==> config.mk <==
export PLATFORM = sky130hd
export DESIGN_NAME = hazard_unit
export DESIGN_NICKNAME = d
export VERILOG_FILES = /design/src/rtl/hazard_pkg.sv /design/src/rtl/hazard_fwd_path.sv /design/src/rtl/hazard_stall_ctrl.sv /design/src/rtl/hazard_unit.sv
export SDC_FILE = /design/constraint.sdc
export NUM_CORES = 1
export LEC_CHECK = 0
export ABC_AREA = 1
export BUFFER_PORTS_ARGS = -buffer_cell sky130_fd_sc_hd__clkbuf_2
export CAP_MARGIN = 40
export CORE_MARGIN = 4
export CORE_UTILIZATION = 41
export DETAILED_ROUTE_END_ITERATION = 8
export GPL_TIMING_DRIVEN = 0
export PLACE_DENSITY = 0.84
export SETUP_SLACK_MARGIN = 0.1
export SYNTH_ARGS = -nofsm -noshare
export SYNTH_HDL_FRONTEND = slang
export SYNTH_HIERARCHICAL = 1
export SYNTH_SLANG_ARGS = --single-unit
==> constraint.sdc <==
create_clock -name vclk -period 0.9
set_input_delay 0.09 -clock vclk [all_inputs]
set_output_delay 0.09 -clock vclk [all_outputs]
set_load 0.01 [all_outputs]
==> src/rtl/hazard_pkg.sv <==
package hazard_pkg;

  localparam int OPC_W   = 6;
  localparam int NUM_SRC = 2;

  localparam logic [OPC_W-1:0] OPC_REGREG  = 6'h00;
  localparam logic [OPC_W-1:0] OPC_BR_LO   = 6'h04;
  localparam logic [OPC_W-1:0] OPC_BR_HI   = 6'h07;
  localparam logic [OPC_W-1:0] OPC_LD_LO   = 6'h20;
  localparam logic [OPC_W-1:0] OPC_LD_HI   = 6'h27;

  typedef enum logic [1:0] {
    FWD_NONE = 2'b00,
    FWD_WB   = 2'b01,
    FWD_MEM  = 2'b10
  } fwdSel_e;

  // strobes passed from the comparator path to the freeze control
  typedef struct packed {
    logic loadUseHit;
    logic portClash;
    logic branchOpen;
  } hazStrobe_t;

  function automatic logic readsTwoSrc(input logic [OPC_W-1:0] opc);
    return opc == OPC_REGREG;
  endfunction

  function automatic logic isLoadOpc(input logic [OPC_W-1:0] opc);
    return (opc >= OPC_LD_LO) && (opc <= OPC_LD_HI);
  endfunction

  function automatic logic isCondBranch(input logic [OPC_W-1:0] opc);
    return (opc >= OPC_BR_LO) && (opc <= OPC_BR_HI);
  endfunction

endpackage

==> src/rtl/hazard_fwd_path.sv <==
module hazard_fwd_path
  import hazard_pkg::*;
#(
  parameter int REG_W = 5
) (
  input  logic             clk,
  input  logic             rstN,
  input  logic [OPC_W-1:0] idOpcode,
  input  logic [REG_W-1:0] idRs1,
  input  logic [REG_W-1:0] idRs2,
  input  logic [OPC_W-1:0] exOpcode,
  input  logic [REG_W-1:0] exRs1,
  input  logic [REG_W-1:0] exRs2,
  input  logic [REG_W-1:0] exRd,
  input  logic             exRegWrite,
  input  logic [REG_W-1:0] memRd,
  input  logic             memRegWrite,
  input  logic [REG_W-1:0] wbRd,
  input  logic             wbRegWrite,
  output logic [1:0]       fwdSelA,
  output logic [1:0]       fwdSelB,
  output logic             loadUseHit
);

  localparam logic [REG_W-1:0] ZERO_REG = '0;

  logic [NUM_SRC-1:0][REG_W-1:0] exSrc;
  logic [NUM_SRC-1:0][REG_W-1:0] idSrc;
  logic [NUM_SRC-1:0]            exLive;
  logic [NUM_SRC-1:0]            idLive;
  logic [NUM_SRC-1:0][1:0]       selBus;
  logic [NUM_SRC-1:0]            idHit;
  logic                          memValid;
  logic                          wbValid;
  logic                          exLoadValid;

  assign exSrc[0]  = exRs1;
  assign exSrc[1]  = exRs2;
  assign idSrc[0]  = idRs1;
  assign idSrc[1]  = idRs2;
  assign exLive[0] = 1'b1;
  assign exLive[1] = readsTwoSrc(exOpcode);
  assign idLive[0] = 1'b1;
  assign idLive[1] = readsTwoSrc(idOpcode);

  assign memValid    = memRegWrite && (memRd != ZERO_REG);
  assign wbValid     = wbRegWrite && (wbRd != ZERO_REG);
  assign exLoadValid = isLoadOpc(exOpcode) && exRegWrite && (exRd != ZERO_REG);

  for (genvar g = 0; g < NUM_SRC; g++) begin : g_src
    logic srcOk;
    assign srcOk = exLive[g] && (exSrc[g] != ZERO_REG);
    // the younger execute/memory result outranks the write-back one
    assign selBus[g] = (srcOk && memValid && (memRd == exSrc[g])) ? FWD_MEM :
                       (srcOk && wbValid  && (wbRd  == exSrc[g])) ? FWD_WB  :
                                                                     FWD_NONE;
    assign idHit[g]  = idLive[g] && exLoadValid && (exRd == idSrc[g]);
  end

  assign fwdSelA    = selBus[0];
  assign fwdSelB    = selBus[1];
  assign loadUseHit = |idHit;

  p_younger_wins_r1: assert property (@(posedge clk) disable iff (!rstN)
    (memRegWrite && memRd == exRs1 && exRs1 != ZERO_REG) |-> fwdSelA == FWD_MEM);

  p_wb_fallback_r2: assert property (@(posedge clk) disable iff (!rstN)
    (wbRegWrite && wbRd == exRs1 && exRs1 != ZERO_REG &&
     !(memRegWrite && memRd == exRs1)) |-> fwdSelA == FWD_WB);

  p_src_b_idle_r3: assert property (@(posedge clk) disable iff (!rstN)
    (exOpcode != OPC_REGREG) |-> fwdSelB == FWD_NONE);

  p_zero_reg_r4: assert property (@(posedge clk) disable iff (!rstN)
    (exRs1 == ZERO_REG) |-> (fwdSelA == FWD_NONE));

  p_zero_dest_r4: assert property (@(posedge clk) disable iff (!rstN)
    (exRd == ZERO_REG) |-> !loadUseHit);

  p_load_use_r5: assert property (@(posedge clk) disable iff (!rstN)
    (isLoadOpc(exOpcode) && exRegWrite && exRd != ZERO_REG && exRd == idRs1)
      |-> loadUseHit);

endmodule

==> src/rtl/hazard_stall_ctrl.sv <==
module hazard_stall_ctrl
  import hazard_pkg::*;
(
  input  logic             clk,
  input  logic             rstN,
  input  logic [OPC_W-1:0] idOpcode,
  input  logic             idRegWrite,
  input  logic             branchResolved,
  input  logic             lateWrClaim,
  input  logic             loadUseHit,
  output logic             stallFetch,
  output logic             bubbleEx
);

  hazStrobe_t strobes;
  logic       freeze;

  always_comb begin
    strobes            = '0;
    strobes.loadUseHit = loadUseHit;
    strobes.portClash  = idRegWrite && lateWrClaim;
    strobes.branchOpen = isCondBranch(idOpcode) && !branchResolved;
  end

  assign freeze     = |strobes;
  assign stallFetch = freeze;
  assign bubbleEx   = freeze;

  p_branch_wait_r6: assert property (@(posedge clk) disable iff (!rstN)
    (isCondBranch(idOpcode) && !branchResolved) |-> stallFetch);

  p_port_clash_r7: assert property (@(posedge clk) disable iff (!rstN)
    (idRegWrite && lateWrClaim) |-> (stallFetch && bubbleEx));

  p_quiet_r9: assert property (@(posedge clk) disable iff (!rstN)
    (!loadUseHit && !(idRegWrite && lateWrClaim) &&
     !(isCondBranch(idOpcode) && !branchResolved)) |-> !stallFetch);

endmodule

==> src/rtl/hazard_unit.sv <==
module hazard_unit
  import hazard_pkg::*;
#(
  parameter int REG_W = 5
) (
  input  logic             clk,
  input  logic             rstN,
  input  logic [OPC_W-1:0] idOpcode,
  input  logic [REG_W-1:0] idRs1,
  input  logic [REG_W-1:0] idRs2,
  input  logic             idRegWrite,
  input  logic [OPC_W-1:0] exOpcode,
  input  logic [REG_W-1:0] exRs1,
  input  logic [REG_W-1:0] exRs2,
  input  logic [REG_W-1:0] exRd,
  input  logic             exRegWrite,
  input  logic [REG_W-1:0] memRd,
  input  logic             memRegWrite,
  input  logic [REG_W-1:0] wbRd,
  input  logic             wbRegWrite,
  input  logic             branchResolved,
  input  logic             lateWrClaim,
  output logic [1:0]       fwdSelA,
  output logic [1:0]       fwdSelB,
  output logic             stallFetch,
  output logic             bubbleEx
);

  logic loadUseHit;

  hazard_fwd_path #(.REG_W(REG_W)) fwdPath_i (
    .clk        (clk),
    .rstN       (rstN),
    .idOpcode   (idOpcode),
    .idRs1      (idRs1),
    .idRs2      (idRs2),
    .exOpcode   (exOpcode),
    .exRs1      (exRs1),
    .exRs2      (exRs2),
    .exRd       (exRd),
    .exRegWrite (exRegWrite),
    .memRd      (memRd),
    .memRegWrite(memRegWrite),
    .wbRd       (wbRd),
    .wbRegWrite (wbRegWrite),
    .fwdSelA    (fwdSelA),
    .fwdSelB    (fwdSelB),
    .loadUseHit (loadUseHit)
  );

  hazard_stall_ctrl stallCtrl_i (
    .clk           (clk),
    .rstN          (rstN),
    .idOpcode      (idOpcode),
    .idRegWrite    (idRegWrite),
    .branchResolved(branchResolved),
    .lateWrClaim   (lateWrClaim),
    .loadUseHit    (loadUseHit),
    .stallFetch    (stallFetch),
    .bubbleEx      (bubbleEx)
  );

  p_freeze_pair_r8: assert property (@(posedge clk) disable iff (!rstN)
    stallFetch == bubbleEx);

endmodule

==> results of run 1 <==
## per-layer routing
metal  track usage [%]  vias up  part of all wire (%)
met4                 0        0                  0.75
met3             0.890        2                   6.4
li1                  -      627                     -
met1              19.1      526                    35
met2              38.3       45                    58
met5                 0        -                     0
## kinds of logic after synthesis
logic type / Yosys count / share of synthesized area, %
AOI/OAI and AO/OA: 6 / 4.05
buffers and inverters: 38 / 19.7
xor gates and xnor gates: 7 / 8.26
and+or+nand+nor: 120 / 68.0
## path summary, 6_finish.rpt
kind	to	slack [ps]	depth (start not counted)
setup / recovery	stallFetch	-280	13
hold / removal	bubbleEx	530	4
## per-stage QoR
step / worst slack (ps) / instance area (µm²) / power [mW] / util (%)
after CTS: -275 / 1190 / 0.465 / 69.1
after floorplan: -14.0 / 746 / 0.217 / -
after global placement: -274 / 1070 / 0.405 / 62.1
after global routing: -362 / 1410 / 0.641 / 81.7
final: -281 / 1410 / 0.586 / 81.7
after detailed placement: -281 / 1070 / 0.410 / 62.1
## timing repair
action                                  in CTS  in global routing
hold buffers                                 0                  0
endpoints found under the hold margin        0                  0
gates resized for setup                     23                 93
endpoints found under the setup margin       6                  6
pin swaps                                   16                 40
## cell usage in the layout, fill, tap and decap left out, types with 4 or more instances in the layout
cell and count:
buf_2 4, buf_4 4, buf_6 13, buf_8 8
clkbuf_2 27, clkbuf_8 4, inv_1 18, inv_2 12
inv_4 6, nand2_1 54, nand2_2 11, nand3_1 8
nand3_2 4, nor2_1 22, nor2_2 11, nor2_4 5
xnor2_1 5
## layout make-up
cell class | instances | area [µm²] | share of cell area [%]
buffer | 1 | 11.3 | 0.798
inverter | 37 | 154 | 10.9
multi-input combinational | 133 | 719 | 51.0
tap | 25 | 31.3 | 2.22
timing repair buffer | 59 | 495 | 35.1
## cells in the mapped netlist
cell | count | area share [%]
a21oi_1 | 1 | 0.67
buf_4 | 1 | 1.0
clkinv_1 | 1 | 0.51
inv_1 | 30 | 15
inv_2 | 6 | 3.0
nand2_1 | 65 | 33
nand3_1 | 12 | 8.1
nand4_1 | 3 | 2.5
nand4_4 | 1 | 2.9
nor2_1 | 33 | 17
nor2_2 | 5 | 4.2
nor3_1 | 1 | 0.67
o21ai_0 | 1 | 0.67
o21ai_1 | 4 | 2.7
xnor2_1 | 6 | 7.1
xor2_1 | 1 | 1.2
## worst min-delay path, cell delays in order
cell and delay [ps]:
clkbuf_2 70, a21oi_1 60, nand2_1 80, buf_2 140
## power by group
group          internal [mW]  switching, mW  total, mW
clock network              0              0          0
registers                  0              0          0
logic                  0.304          0.282      0.586
total                  0.304          0.282      0.586
==> run metrics, run 1 <==
GRT Total Usage 17.7%; Crit path max-delay family simple AND/OR/NAND/NOR gates; worst path bufs/invs 4; min-delay src lateWrClaim; Leak 0.787 nW; status finished, violations left; # nets final 287; vias in the first global route 989; Final Instance Count excl. Fillers 255; Worst-Margin Slew 153 ps; worst vdd ir 272 µV; site row count 15; max-cap check violation count 0; drt wl/cell 11.0 µm; failing checks negative setup slack; Post-Syn Area 742 µm²; Core Region 1730 µm²; sequential element share of the synthesized area 0%; GRT overflow 0; Hold WC Path Type primary input to output port; crit path from exRd[2]; Netlist cell types 16; Via density 4.71; initial antenna violation count 0; Pre-antenna DRT Iters 4; Final Setup Violations 4; Arr. time, crit path 1090 ps; Area growth syn-to-layout 90.2%; hold slack 531 ps; period utilization 131%; RSZ-0062 raised after global routing true; final hold violation count 0; final setup margin -281 ps; Setup TNS -602 ps; max-slew violations 0; ratio of cells with drive above 1 in the final layout 50.0%; WS Path Type primary input to output port; Reg area 0 µm²; CP Max Fanout 4; Initial Util 43.0%; CP Launch Type primary input; first-pass GRT wire length 3730 µm; pin count of the biggest net entering global routing 6; DR vias 1,200; Layout fillers 130; Syn. warnings 6; DRC violations left 0; PwrDens 415 nW/µm²; min Tclk post-route 1180 ps; CP Capture Type output port; I/O Pins 61; Post-Syn Area per Cell 4.34 µm²; Placer Congestion 0.822; crit-path cells clkbuf_8, inv_4, nand2_2, nand2_1, nor2_1, nand2_1, nor2_1, nor2_1, nor2_1, a21oi_1, nand2_1, buf_6, buf_6; Worst path slowest cell clkbuf_8; full die area 2550 µm²; postcts setup bufs 0; Seq cells 0; final antenna diode count 0; Mapped Nets 226; Detailed Route Iter0 Violations 22; count of buffers from port buffering 59; Max Clk Rate 0.847 GHz; post-DP HPWL 1950 µm; Chip Width 50.5 µm; antenna viol nets, final 0; Cells after Synth 171; final WL 2800 µm; most used cell, CP nor2_1; Worst path max stage delay 130 ps; Die Y 50.5 µm; Layout clock buffers 0; Slew HR 89.8%; placed cell count 255; Req. time, crit path 810 ps
(Power assumes the default switching activity.)
==> inputs of run 2 (changes only) <==
--- a/config.mk
+++ b/config.mk
@@ -5,14 +5,14 @@
 export SDC_FILE = /design/constraint.sdc
 export NUM_CORES = 1
 export LEC_CHECK = 0
-export ABC_AREA = 1
+export ABC_CLOCK_PERIOD_IN_PS = 900
 export BUFFER_PORTS_ARGS = -buffer_cell sky130_fd_sc_hd__clkbuf_2
 export CAP_MARGIN = 40
 export CORE_MARGIN = 4
-export CORE_UTILIZATION = 41
+export CORE_UTILIZATION = 35
 export DETAILED_ROUTE_END_ITERATION = 8
 export GPL_TIMING_DRIVEN = 0
-export PLACE_DENSITY = 0.84
+export PLACE_DENSITY = 0.86
 export SETUP_SLACK_MARGIN = 0.1
 export SYNTH_ARGS = -nofsm -noshare
 export SYNTH_HDL_FRONTEND = slang
==> run metrics, run 2 <==
max-cap check violation count 0; max-slew violations 0; GRT overflow 0; final hold violation count 0; Int Power 0.238 mW; GRT Total Usage 16.4%; ratio of cells with drive above 1 in the final layout 64.1%; RSZ-0062 raised after global routing true; vias in the first global route 685; sw frac 45.2%; Mapped Nets 119; Layout clock buffers 0; cell area after layout 1000 µm²; leading area contributor after synthesis xnor2_1; status finished, violations left; top post-synthesis cells by area xnor2_1 34%, xor2_1 19%, or4_1 7.6%; Pwr Total 0.434 mW; Chip Width 45.7 µm; Seq cells 0; Pre-antenna DRT Iters 4; final antenna diode count 0; most frequent cells in the layout 47 x clkbuf_2, 19 x xnor2_1, 11 x xor2_1; Via density 5.15; met2 Usage GRT 33.4%; GRT met1 Usage 18.9%; area post-placement 861 µm²; multi-input logic area 578 µm²; GRT Max-Usage Layer met2; Netlist cell types 20; Worst-Margin Slew 359 ps; full die area 2090 µm²; Max Clk Rate 0.658 GHz; worst vdd ir 240 µV; Leak 0.440 nW; Cells after Synth 64; combinational power share 100.0%; Placer Congestion 0.799; Post-Syn Area per Cell 7.76 µm²; WS Path Type primary input to output port; CP Launch Type primary input; Layout fillers 101; pin count of the biggest net entering global routing 5; CP Max Fanout 2; first-pass GRT wire length 2680 µm; fraction of power consumed by the clock network 0%; met3 GRT Util 1.58%; Final Setup Violations 6; final setup margin -619 ps; final WL 1970 µm; initial antenna violation count 0; Post-Syn Area 497 µm²; commonest non-fill, non-tap cell in the layout clkbuf_2; area share of the largest cell type after synthesis 33.5%; site row count 13; Syn. warnings 6; Hold WC Path Type primary input to output port; Slew HR 75.9%; post-DP HPWL 1600 µm; DRC violations left 0; # nets final 185; sequential element share of the synthesized area 0%; Core Region 1320 µm²; min Tclk post-route 1520 ps; P_sw 0.196 mW; count of buffers from port buffering 59; PwrDens 432 nW/µm²; Initial Util 37.7%; count leader, synth xnor2_1; Detailed Route Iter0 Violations 3; Req. time, crit path 810 ps; Area growth syn-to-layout 102%; drt wl/cell 13.8 µm; DR vias 736; Post-synth top cells 19 x xnor2_1, 11 x xor2_1, 5 x nand3_1, 5 x or4_1, 4 x nor3_1; period utilization 169%; Die Y 45.7 µm; Sequential Power Share 0%; hold buffers post-CTS 0; failing checks negative setup slack; Arr. time, crit path 1430 ps; CP Capture Type output port; Reg area 0 µm²; I/O Pins 61; antenna viol nets, final 0
[run 2: cell count changes after synthesis, sizes merged, moves of 4 or more]
cell | previous run | this run
nor4 | 0 | 4
inv | 36 | 0
xor2 | 1 | 11
or4 | 0 | 6
nor3 | 1 | 5
xnor2 | 6 | 19
nor2 | 38 | 1
nand3 | 12 | 5
nand2 | 65 | 0
[run 2: kinds of logic after synthesis]
group | after synthesis | share of synthesized area [%]
AOI/OAI and AO/OA | 9 | 13.1
buffers and inverters | 1 | 1.51
xor gates and xnor gates | 30 | 52.9
and+or+nand+nor | 24 | 32.5
[run 2: metal layers]
metal  part of all wire, %  routed length (µm)
met5                     0                   0
met1                    35                 694
met2                    50                 989
met4                     0                   0
met3                    14                 285
[run 2: power groups by stage]
stage                     Sequential [mW]  Clock [mW]  Combinational (mW)
final                                   0           0               0.434
after global routing                    0           0               0.468
after CTS                               0           0               0.388
after detailed placement                0           0               0.369
after global placement                  0           0               0.361
after floorplan                         0           0               0.178
[run 2: metrics by stage]
step | TNS (ps) | util (%) | hold WS [ps] | setup WS (ps) | std cells
after floorplan | -1560 | - | 243 | -425 | 64
after global placement | -3050 | 65.3 | 452 | -637 | 138
after detailed placement | -3110 | 65.3 | 459 | -644 | 138
after CTS | -3100 | 68.5 | 459 | -647 | 140
after global routing | -3230 | 76.3 | 494 | -660 | 143
final | -2980 | 76.3 | 478 | -619 | 143
[run 2: critical path, cell delays in order]
cell,delay [ps]
buf_6,90
or4_4,520
nor3_2,110
nand4_1,110
a21oi_2,180
a21oi_2,50
o21ai_2,60
buf_4,120
buf_4,100
[run 2: path summary, 6_finish.rpt]
check | cells past startpoint | end | startpoint | slack (ps)
setup / recovery | 9 | stallFetch | idOpcode[3] | -620
hold / removal | 3 | bubbleEx | idOpcode[5] | 480
[run 2: cell type report]
class	count	area share, %
buffer	1	0.747
timing repair buffer	64	39.9
multi-input combinational	63	57.5
tap	15	1.87
[run 2: timing repair]
item | CTS | global route
setup buffers | 2 | 3
endpoints found under the hold margin | 0 | 0
pin swaps | 8 | 9
gates resized for setup | 3 | 27
endpoints found under the setup margin | 6 | 6
